--- src/rtl/dmarb_pkg.sv ---
package dmarb_pkg;
    localparam int CH_SEL_W = 2;
    localparam int BYTE_W   = 8;

    typedef enum logic {
        PTR_LO = 1'b0,
        PTR_HI = 1'b1
    } ptr_state_t;
endpackage

--- src/rtl/dmarb_byteptr.sv ---
module dmarb_byteptr
    import dmarb_pkg::*;
(
    input  logic clk,
    input  logic rst,
    input  logic clear,
    input  logic access,
    output logic ptr_hi
);
    ptr_state_t state_q, state_d;

    always_ff @(posedge clk) begin
        if (rst) state_q <= PTR_LO;
        else     state_q <= state_d;
    end

    always_comb begin
        state_d = state_q;
        unique case (state_q)
            PTR_LO: begin
                if (clear)       state_d = PTR_LO;
                else if (access) state_d = PTR_HI;
            end
            PTR_HI: begin
                if (clear)       state_d = PTR_LO;
                else if (access) state_d = PTR_LO;
            end
            default: state_d = PTR_LO;
        endcase
    end

    always_comb begin
        ptr_hi = (state_q == PTR_HI);
    end
endmodule

--- src/rtl/dmarb_chan.sv ---
module dmarb_chan #(
    parameter int BYTE_W = 8,
    parameter int MODE_W = 6,
    localparam int WORD_W = 2 * BYTE_W
) (
    input  logic              clk,
    input  logic              rst,
    input  logic              hi_sel,
    input  logic [BYTE_W-1:0] wdata,
    input  logic              addr_we,
    input  logic              cnt_we,
    input  logic              mode_we,
    input  logic [MODE_W-1:0] mode_val,
    input  logic              step,
    output logic [WORD_W-1:0] base_addr,
    output logic [WORD_W-1:0] cur_addr,
    output logic [WORD_W-1:0] base_cnt,
    output logic [WORD_W-1:0] cur_cnt,
    output logic [MODE_W-1:0] mode
);
    function automatic logic [WORD_W-1:0] merge(input logic [WORD_W-1:0] old,
                                                input logic              hi,
                                                input logic [BYTE_W-1:0] b);
        logic [WORD_W-1:0] r;
        r = old;
        if (hi) r[WORD_W-1:BYTE_W] = b;
        else    r[BYTE_W-1:0]      = b;
        return r;
    endfunction

    always_ff @(posedge clk) begin
        if (rst) begin
            base_addr <= '0;
            cur_addr  <= '0;
            base_cnt  <= '0;
            cur_cnt   <= '0;
            mode      <= '0;
        end else begin
            if (addr_we) begin
                base_addr <= merge(base_addr, hi_sel, wdata);
                cur_addr  <= merge(cur_addr, hi_sel, wdata);
            end else if (step) begin
                cur_addr  <= cur_addr + 1'b1;
            end
            if (cnt_we) begin
                base_cnt  <= merge(base_cnt, hi_sel, wdata);
                cur_cnt   <= merge(cur_cnt, hi_sel, wdata);
            end else if (step) begin
                cur_cnt   <= cur_cnt - 1'b1;
            end
            if (mode_we) mode <= mode_val;
        end
    end
endmodule

--- src/rtl/dmarb_regbank.sv ---
module dmarb_regbank
    import dmarb_pkg::*;
#(
    parameter int SEL_W = CH_SEL_W,
    parameter int DW    = BYTE_W,
    localparam int NCH    = 1 << SEL_W,
    localparam int WW     = 2 * DW,
    localparam int MW     = DW - SEL_W,
    localparam int PW     = SEL_W + 2,
    localparam logic [PW-1:0] MODE_PORT = PW'(2 * NCH),
    localparam logic [PW-1:0] CLR_PORT  = PW'(2 * NCH + 1)
) (
    input  logic              clk,
    input  logic              rst,
    input  logic              wr_en,
    input  logic              rd_en,
    input  logic [PW-1:0]     addr,
    input  logic [DW-1:0]     wdata,
    input  logic [NCH-1:0]    xfer_step,
    output logic [DW-1:0]     rdata,
    output logic              ptr_high,
    output logic [NCH*MW-1:0] chan_mode,
    output logic [NCH*WW-1:0] chan_base_addr,
    output logic [NCH*WW-1:0] chan_addr,
    output logic [NCH*WW-1:0] chan_base_count,
    output logic [NCH*WW-1:0] chan_count
);
    logic             is_chan;
    logic [SEL_W-1:0] ch_sel;
    logic             is_cnt;
    logic             mode_wr;
    logic [SEL_W-1:0] mode_ch;

    assign is_chan = (addr[PW-1] == 1'b0);
    assign ch_sel  = addr[SEL_W:1];
    assign is_cnt  = addr[0];
    assign mode_wr = wr_en && (addr == MODE_PORT);
    assign mode_ch = wdata[SEL_W-1:0];

    dmarb_byteptr u_ptr (
        .clk    (clk),
        .rst    (rst),
        .clear  (wr_en && (addr == CLR_PORT)),
        .access ((wr_en || rd_en) && is_chan),
        .ptr_hi (ptr_high)
    );

    logic [WW-1:0] cur_a [NCH];
    logic [WW-1:0] cur_c [NCH];

    for (genvar n = 0; n < NCH; n++) begin : g_ch
        logic sel_n;
        assign sel_n = is_chan && (ch_sel == SEL_W'(n));

        dmarb_chan #(.BYTE_W(DW), .MODE_W(MW)) u_ch (
            .clk       (clk),
            .rst       (rst),
            .hi_sel    (ptr_high),
            .wdata     (wdata),
            .addr_we   (wr_en && sel_n && !is_cnt),
            .cnt_we    (wr_en && sel_n && is_cnt),
            .mode_we   (mode_wr && (mode_ch == SEL_W'(n))),
            .mode_val  (wdata[DW-1:SEL_W]),
            .step      (xfer_step[n]),
            .base_addr (chan_base_addr[n*WW +: WW]),
            .cur_addr  (cur_a[n]),
            .base_cnt  (chan_base_count[n*WW +: WW]),
            .cur_cnt   (cur_c[n]),
            .mode      (chan_mode[n*MW +: MW])
        );
        assign chan_addr[n*WW +: WW]  = cur_a[n];
        assign chan_count[n*WW +: WW] = cur_c[n];
    end

    logic [WW-1:0] rd_word;
    always_comb begin
        rd_word = is_cnt ? cur_c[ch_sel] : cur_a[ch_sel];
        rdata   = '0;
        if (rd_en && is_chan)
            rdata = ptr_high ? rd_word[WW-1:DW] : rd_word[DW-1:0];
    end
endmodule

--- config.mk ---
export PLATFORM = sky130hd
export DESIGN_NAME = dmarb_regbank
export DESIGN_NICKNAME = d
export VERILOG_FILES = /design/src/rtl/dmarb_pkg.sv /design/src/rtl/dmarb_byteptr.sv /design/src/rtl/dmarb_chan.sv /design/src/rtl/dmarb_regbank.sv
export SDC_FILE = /design/constraint.sdc
export NUM_CORES = 1
export LEC_CHECK = 0
export ABC_AREA = 1
export BUFFER_PORTS_ARGS = -buffer_cell sky130_fd_sc_hd__buf_2
export CAP_MARGIN = 15
export CORE_MARGIN = 8
export CORE_UTILIZATION = 30
export CTS_CLUSTER_SIZE = 12
export DETAILED_ROUTE_END_ITERATION = 6
export PLACE_DENSITY_LB_ADDON = 0.2
export SLEW_MARGIN = 20
export SYNTH_ARGS = -nofsm -noshare
export SYNTH_HDL_FRONTEND = slang
export SYNTH_SLANG_ARGS = --single-unit
--- constraint.sdc ---
create_clock -name clk -period 2.6 [get_ports clk]
set_input_delay 0.26 -clock clk [delete_from_list [all_inputs] [get_ports clk]]
set_output_delay 0.26 -clock clk [all_outputs]
set_load 0.005 [all_outputs]
### Word-level counts from Yosys, hierarchy flattened

Index checks and enable logic that the tools add are counted.

| storage, ports and cells | value |
|---|---|
| register bits | 281 |
| bits in latches | 0 |
| bits in writable memories | 0 |
| bits in read-only memories | 0 |
| input port bits | 20 |
| output and inout port bits | 289 |
| logic and storage cells | 173 |
| memories | 0 |

| cells by class | value |
|---|---|
| add/sub/neg operators | 8 |
| multiply operators | 0 |
| div/mod/pow operators | 0 |
| magnitude comparators | 1 |
| eq/ne operators | 24 |
| shift operators | 0 |
| mux-type cells | 32 |
| bitwise gates (word level) | 3 |
| reductions and logical operators | 68 |

Operators with widths:

| kind | count |
|---|---|
| 16-bit two-way mux | 21 |
| 16-bit by 1-bit adder with 16-bit output, second input constant | 4 |
| 16-bit binary-select mux with 2-bit select | 2 |
| 2-bit AND reduction | 32 |
| 16-bit by 1-bit subtractor with 16-bit output, second input constant | 4 |
| 8-bit two-way mux | 4 |
| 2-bit != test, second input constant | 16 |
| 1-bit logical AND | 24 |
| 2-bit nonzero test | 8 |
| 2-bit equality test, second input constant | 4 |
| 4-bit equality test, second input constant | 2 |
| 2-bit by 1-bit equality test with 1-bit output, second input constant | 2 |
| 2-bit logical NOT | 2 |
| 1-bit two-way mux | 4 |
| 3-bit greater-or-equal comparator, second input constant | 1 |
| 2-bit inverter with 3-bit output | 1 |
| 1-bit inverter | 2 |
| 1-bit case mux with 2 select lines | 1 |
| 1-bit logical NOT | 1 |
| 1-bit logical OR | 1 |

### Depth between registers and ports, before layout

| depth | value |
|---|---|
| depth after elaboration | 7 |
| gate-level depth with buffers | 11 |

### By module

A second synthesis with hierarchy kept.

| unflattened totals | value |
|---|---|
| cells, all modules | 2356 |
| area total of the unflattened synthesis | 15129.5 sq um |

Modules (own cells, without submodules):

| module | times used | cells each | area an instance (sq um) | sequential area each (sq um) |
|---|---|---|---|---|
| dmarb_chan | 4 | 499 | 3392.0 | 1401.3 |
| dmarb_regbank | 1 | 354 | 1520.2 | 0.0 |
| dmarb_byteptr | 1 | 6 | 41.3 | 20.0 |

### Worst setup path before layout

No wires, ideal clock.

| timing | value |
|---|---|
| kind | register to output |
| start point | register u_ptr.state_q (netlist: u_ptr.ptr_hi) |
| end point | output rdata[0] |
| data arrival time | 1433 ps |
| required time | 2340 ps |
| setup slack | 907 ps |
| cell stages (with the launch flop) | 6 |
| cells stage by stage | dfxtp_1 -> buf_2 -> buf_1 -> buf_1 -> nand3_1 -> a21oi_1 |

| between the ends | value |
|---|---|
| cells in the longest elaborated chain, start to end | 2 |

RTL lines:

| what | line | source |
|---|---|---|
| from (decl) | dmarb_byteptr.sv:10 | `ptr_state_t state_q, state_d;` |
| from (signal assigned) | dmarb_byteptr.sv:14 | `else state_q <= state_d;` |
| 8-bit two-way mux | dmarb_regbank.sv:80 | `rdata = ptr_high ? rd_word[WW-1:DW] : rd_word[DW-1:0];` |
| 8-bit two-way mux | dmarb_regbank.sv:79 | `if (rd_en && is_chan)` |
| to (decl) | dmarb_regbank.sv:20 | `output logic [DW-1:0] rdata,` |

Every way passes these cells.

### Worst setup path after layout

| timing | value |
|---|---|
| start point | register g_ch[3].u_ch.cur_cnt[11] |
| end point | output rdata[3] |

| between the ends | value |
|---|---|
| cells in the longest elaborated chain, start to end | 6 |

RTL lines:

| what | line | source |
|---|---|---|
| from (decl) | dmarb_chan.sv:18 | `output logic [WORD_W-1:0] cur_cnt,` |
| from (signal assigned) | dmarb_chan.sv:47 | `cur_cnt <= merge(cur_cnt, hi_sel, wdata);` |
| from (signal assigned) | dmarb_chan.sv:49 | `cur_cnt <= cur_cnt - 1'b1;` |
| 16-bit binary-select mux with 2-bit select | dmarb_regbank.sv:77 | `rd_word = is_cnt ? cur_c[ch_sel] : cur_a[ch_sel];` |
| 16-bit two-way mux (not written as such) (2 in a row) | dmarb_regbank.sv:77 |  |
| 16-bit two-way mux | dmarb_regbank.sv:77 |  |
| 8-bit two-way mux | dmarb_regbank.sv:80 |  |
| 8-bit two-way mux | dmarb_regbank.sv:79 |  |

Every way passes these cells. The select of a mux whose other input is x is not followed.

==> flow_metrics.env <==
export IMPL_min_path_cells=3
export IMPL_n_fill_cell=5618
export IMPL_ys_seq_elements=281
export IMPL_vias_per_cell=5.18
export IMPL_hold_path_end="g_ch[3].u_ch.base_cnt[0]"
export IMPL_worstMarginPinSlew_ns=0.745
export IMPL_core_um2=51200
export IMPL_finClkSkew_ns=0.0145
export IMPL_endpoint_kind="primary output"
export IMPL_holdCritPathClass="input pin to flip-flop"
export IMPL_die_area_um2=59200
export IMPL_r2r_end="g_ch[3].u_ch.cur_cnt[12]"
export IMPL_syn2layout_area_growth_pct=22.2
export IMPL_worstPathArrival_ns=2.30
export IMPL_grt_max_degree=129
export IMPL_vias=17800
export IMPL_antenna_found_initial=4
export IMPL_clk_latency_ns=0.57
export IMPL_r2r_start="u_ptr.ptr_hi"
export IMPL_die_w_um=243
export IMPL_p_leak_nw=8.53
export IMPL_irDropWorstVdd_v=0.000458
export IMPL_min_from="wdata[0]"
export IMPL_h_tree_depth=2
export IMPL_postCtsSetupRepairBufs=0
export IMPL_worst_path_buf_inv=2
export IMPL_status="complete, no violations"
export IMPL_crit_fanout=6
export IMPL_rr_worst_depth=5
export IMPL_initial_core_util_pct=30.3
export IMPL_first_global_vias=16500
export IMPL_drt_wirelength_per_cell_um=21.0
export IMPL_drt_iter0_drc=1803
export IMPL_drcViolationCount=0
export IMPL_grt_first_pass_wirelength_um=107000
export IMPL_cts_sinks=281
export IMPL_r2r_setup_slack_ns=0.53
export IMPL_setup_tns_ns=0
export IMPL_cts_tree="done"
export IMPL_slowest_stage="dfxtp_1"
export IMPL_cpPeakStageDelay_ns=0.53
export IMPL_period_needed_ns=2.56
export IMPL_max_slew_margin_rel_pct=50.2
export IMPL_maxCapViolations=0
export IMPL_crit_family="flip-flops"
export IMPL_yosys_warnings=0
export IMPL_wl_um=72400
export IMPL_globalplace_congestion=0.963
export IMPL_num_rows=83
export IMPL_grt_overflow_total=0
export IMPL_syn_cell_area_um2=15500
export IMPL_min_period_over_period_pct=98.6
export IMPL_firstDrtPassIters=6
export IMPL_final_nets=2764
export IMPL_cts_made_buffers=37
export IMPL_antenna_left=0
export IMPL_cts_root_buf="clkbuf_16"
export IMPL_synth_distinct_cells=34
export IMPL_path_cells="inv_1, nor2_1, nor2_1, nand3_1, nand3_1, a21oi_1, buf_2"
export IMPL_drive_above_1_share_pct=16.8
export IMPL_critPathLaunchType="flip-flop"
export IMPL_rsz0062_at_grt="false"
export IMPL_track_usage_pct=23.2
export IMPL_whs_ns=0.108
export IMPL_diodes=0
export IMPL_hold_viol=0
export IMPL_max_freq_ghz=0.390
export IMPL_die_height_um=243
export IMPL_cellPowerDensity_nw_per_um2=641
export IMPL_slew_violations=0
export IMPL_yosysSeqAreaShare_pct=36.3
export IMPL_multi_input_area_um2=8540
export IMPL_cp_required_ns=2.34
export IMPL_clk_pin_slew_ns=0.06
export IMPL_syn_inst=2471
export IMPL_postSynthAreaPerCell_um2=6.27
export IMPL_critPathKind="flip-flop to primary output"
export IMPL_seq_area_um2=5630
export IMPL_setup_viol=0
export IMPL_dp_hpwl_um=52700
export IMPL_port_buffers=308
export IMPL_cts_hold_fix_buffers=0
export IMPL_pin_count=309
export IMPL_syn_nets=2499
export IMPL_cts_buffer_depth=3
per-layer routing:
metal / track usage, % / wire [µm] / vias to the layer above
li1: - / - / 8645
met1: 30.9 / 31700 / 8393
met2: 36.4 / 32300 / 696
met3: 6.13 / 6470 / 112
met4: 6.66 / 1870 / 2
met5: 0 / 13 / -
cells in the mapped netlist:
cell      count  area, µm²
xnor2_1       1       8.76
ha_1          8        100
o22ai_1       2       12.5
nand3b_1      3       22.5
clkbuf_1     88        330
nand2_2       8       50.1
inv_2         3       11.3
buf_1         8       30.0
nor3_2        2       20.0
nand2_1     575       2160
clkinv_1      4       15.0
xor2_1       15        131
nor3_1        3       15.0
a211oi_1     47        353
dfxtp_1     281       5630
nand3_1     284       1420
nor4_1        1       6.26
or2_2         4       25.0
buf_2        31        155
buf_6         9        101
clkinv_4      1       8.76
nand4_1      21        131
nor2_4        1       11.3
o21ai_0     238       1190
inv_1       169        634
o211a_1       1       10.0
nor3_4        6       97.6
a21oi_1     202       1010
o21bai_1      1       7.51
nor2_2        6       37.5
buf_4         5       37.5
o21ai_1       7       35.0
nand2_4       6       67.6
nor2_1      430       1610
power breakdown:
part | total, mW | switching [mW] | internal, mW
clock network | 5.17 | 2.12 | 3.05
logic | 2.09 | 1.42 | 0.669
registers | 4.86 | 0.359 | 4.51
total | 12.1 | 3.90 | 8.22
timing repair:
item	in CTS	in global routing
gates cloned	0	0
endpoints found under the setup margin	1	1
resized for setup	1	2
final cells by class:
cell class	count	area share (%)
Multi-Input combinational cell	1872	45.1
Clock buffer	54	5.60
Clock inverter	13	0.813
Sequential cell	281	29.7
Timing Repair Buffer	367	10.7
Inverter	177	3.56
Tap cell	680	4.50
state kept, by name, summed over array words and instances, names as in the netlist:
| name | flops |
|---|---|
| g_ch.u_ch.cur_cnt | 64 |
| g_ch.u_ch.cur_addr | 64 |
| g_ch.u_ch.mode | 24 |
| g_ch.u_ch.base_cnt | 64 |
| u_ptr.ptr_hi | 1 |
| g_ch.u_ch.base_addr | 64 |
worst register-to-register path: cells and delay by family, from the launching register on:
kind,cells,cell delay (ns)
AND/OR/NAND/NOR,2,0.89
buffers and inverters,1,0.46
flip-flops,1,0.35
AO/OA/AOI/OAI,2,0.30
stage by stage:
stage	worst slack [ns]	util [%]	cells	area (µm²)	total power [mW]
after floorplan	0.907	-	2471	15500	6.12
after global placement	0.203	34.6	3377	17700	7.00
after detailed placement	0.106	34.6	3377	17700	7.02
after CTS	0.0833	36.9	3444	18900	12.2
after global routing	0.0561	37.0	3444	18900	12.7
final	0.0366	37.0	3444	18900	12.1
logic make-up (layout without fill, tap and decap cells):
| logic type | count (synthesis) | in the layout | share of synthesized area [%] |
|---|---|---|---|
| AND/OR/NAND/NOR | 1350 | 1350 | 36.7 |
| XOR/XNOR | 16 | 16 | 0.905 |
| AO/OA/AOI/OAI | 498 | 498 | 16.9 |
| buffers and inverters | 318 | 611 | 8.55 |
| flip-flops | 281 | 281 | 36.3 |
| adder cells (fa/ha/maj) | 8 | 8 | 0.646 |
layout by cell type (no fill, tap or decap), types with 7 or more instances in the layout:
cell	netlist	final
buf_4	5	57
nand2_1	575	575
clkbuf_16	0	37
xor2_1	15	15
ha_1	8	8
clkbuf_1	88	10
o21ai_0	238	238
o21ai_1	7	7
a21oi_1	202	202
inv_1	169	168
a211oi_1	47	47
nand2_2	8	8
dfxtp_1	281	280
nor2_1	430	430
buf_2	31	307
nand4_1	21	21
clkbuf_8	0	7
nand3_1	284	284
how the worst max path moves through the flow:
stage                                      endpoint  slack [ns]                      from  cells past startpoint
final                                      rdata[3]        0.04  g_ch[3].u_ch.cur_cnt[11]                      7
after global routing                       rdata[3]        0.06  g_ch[3].u_ch.cur_cnt[11]                      7
after CTS                                  rdata[7]        0.08              u_ptr.ptr_hi                      7
after detailed placement   g_ch[3].u_ch.cur_cnt[12]        0.11                   addr[1]                      7
after global placement    g_ch[1].u_ch.cur_addr[12]        0.20                   addr[1]                      6
after floorplan                            rdata[0]        0.91              u_ptr.ptr_hi                      5
(Power assumes the default switching activity.)
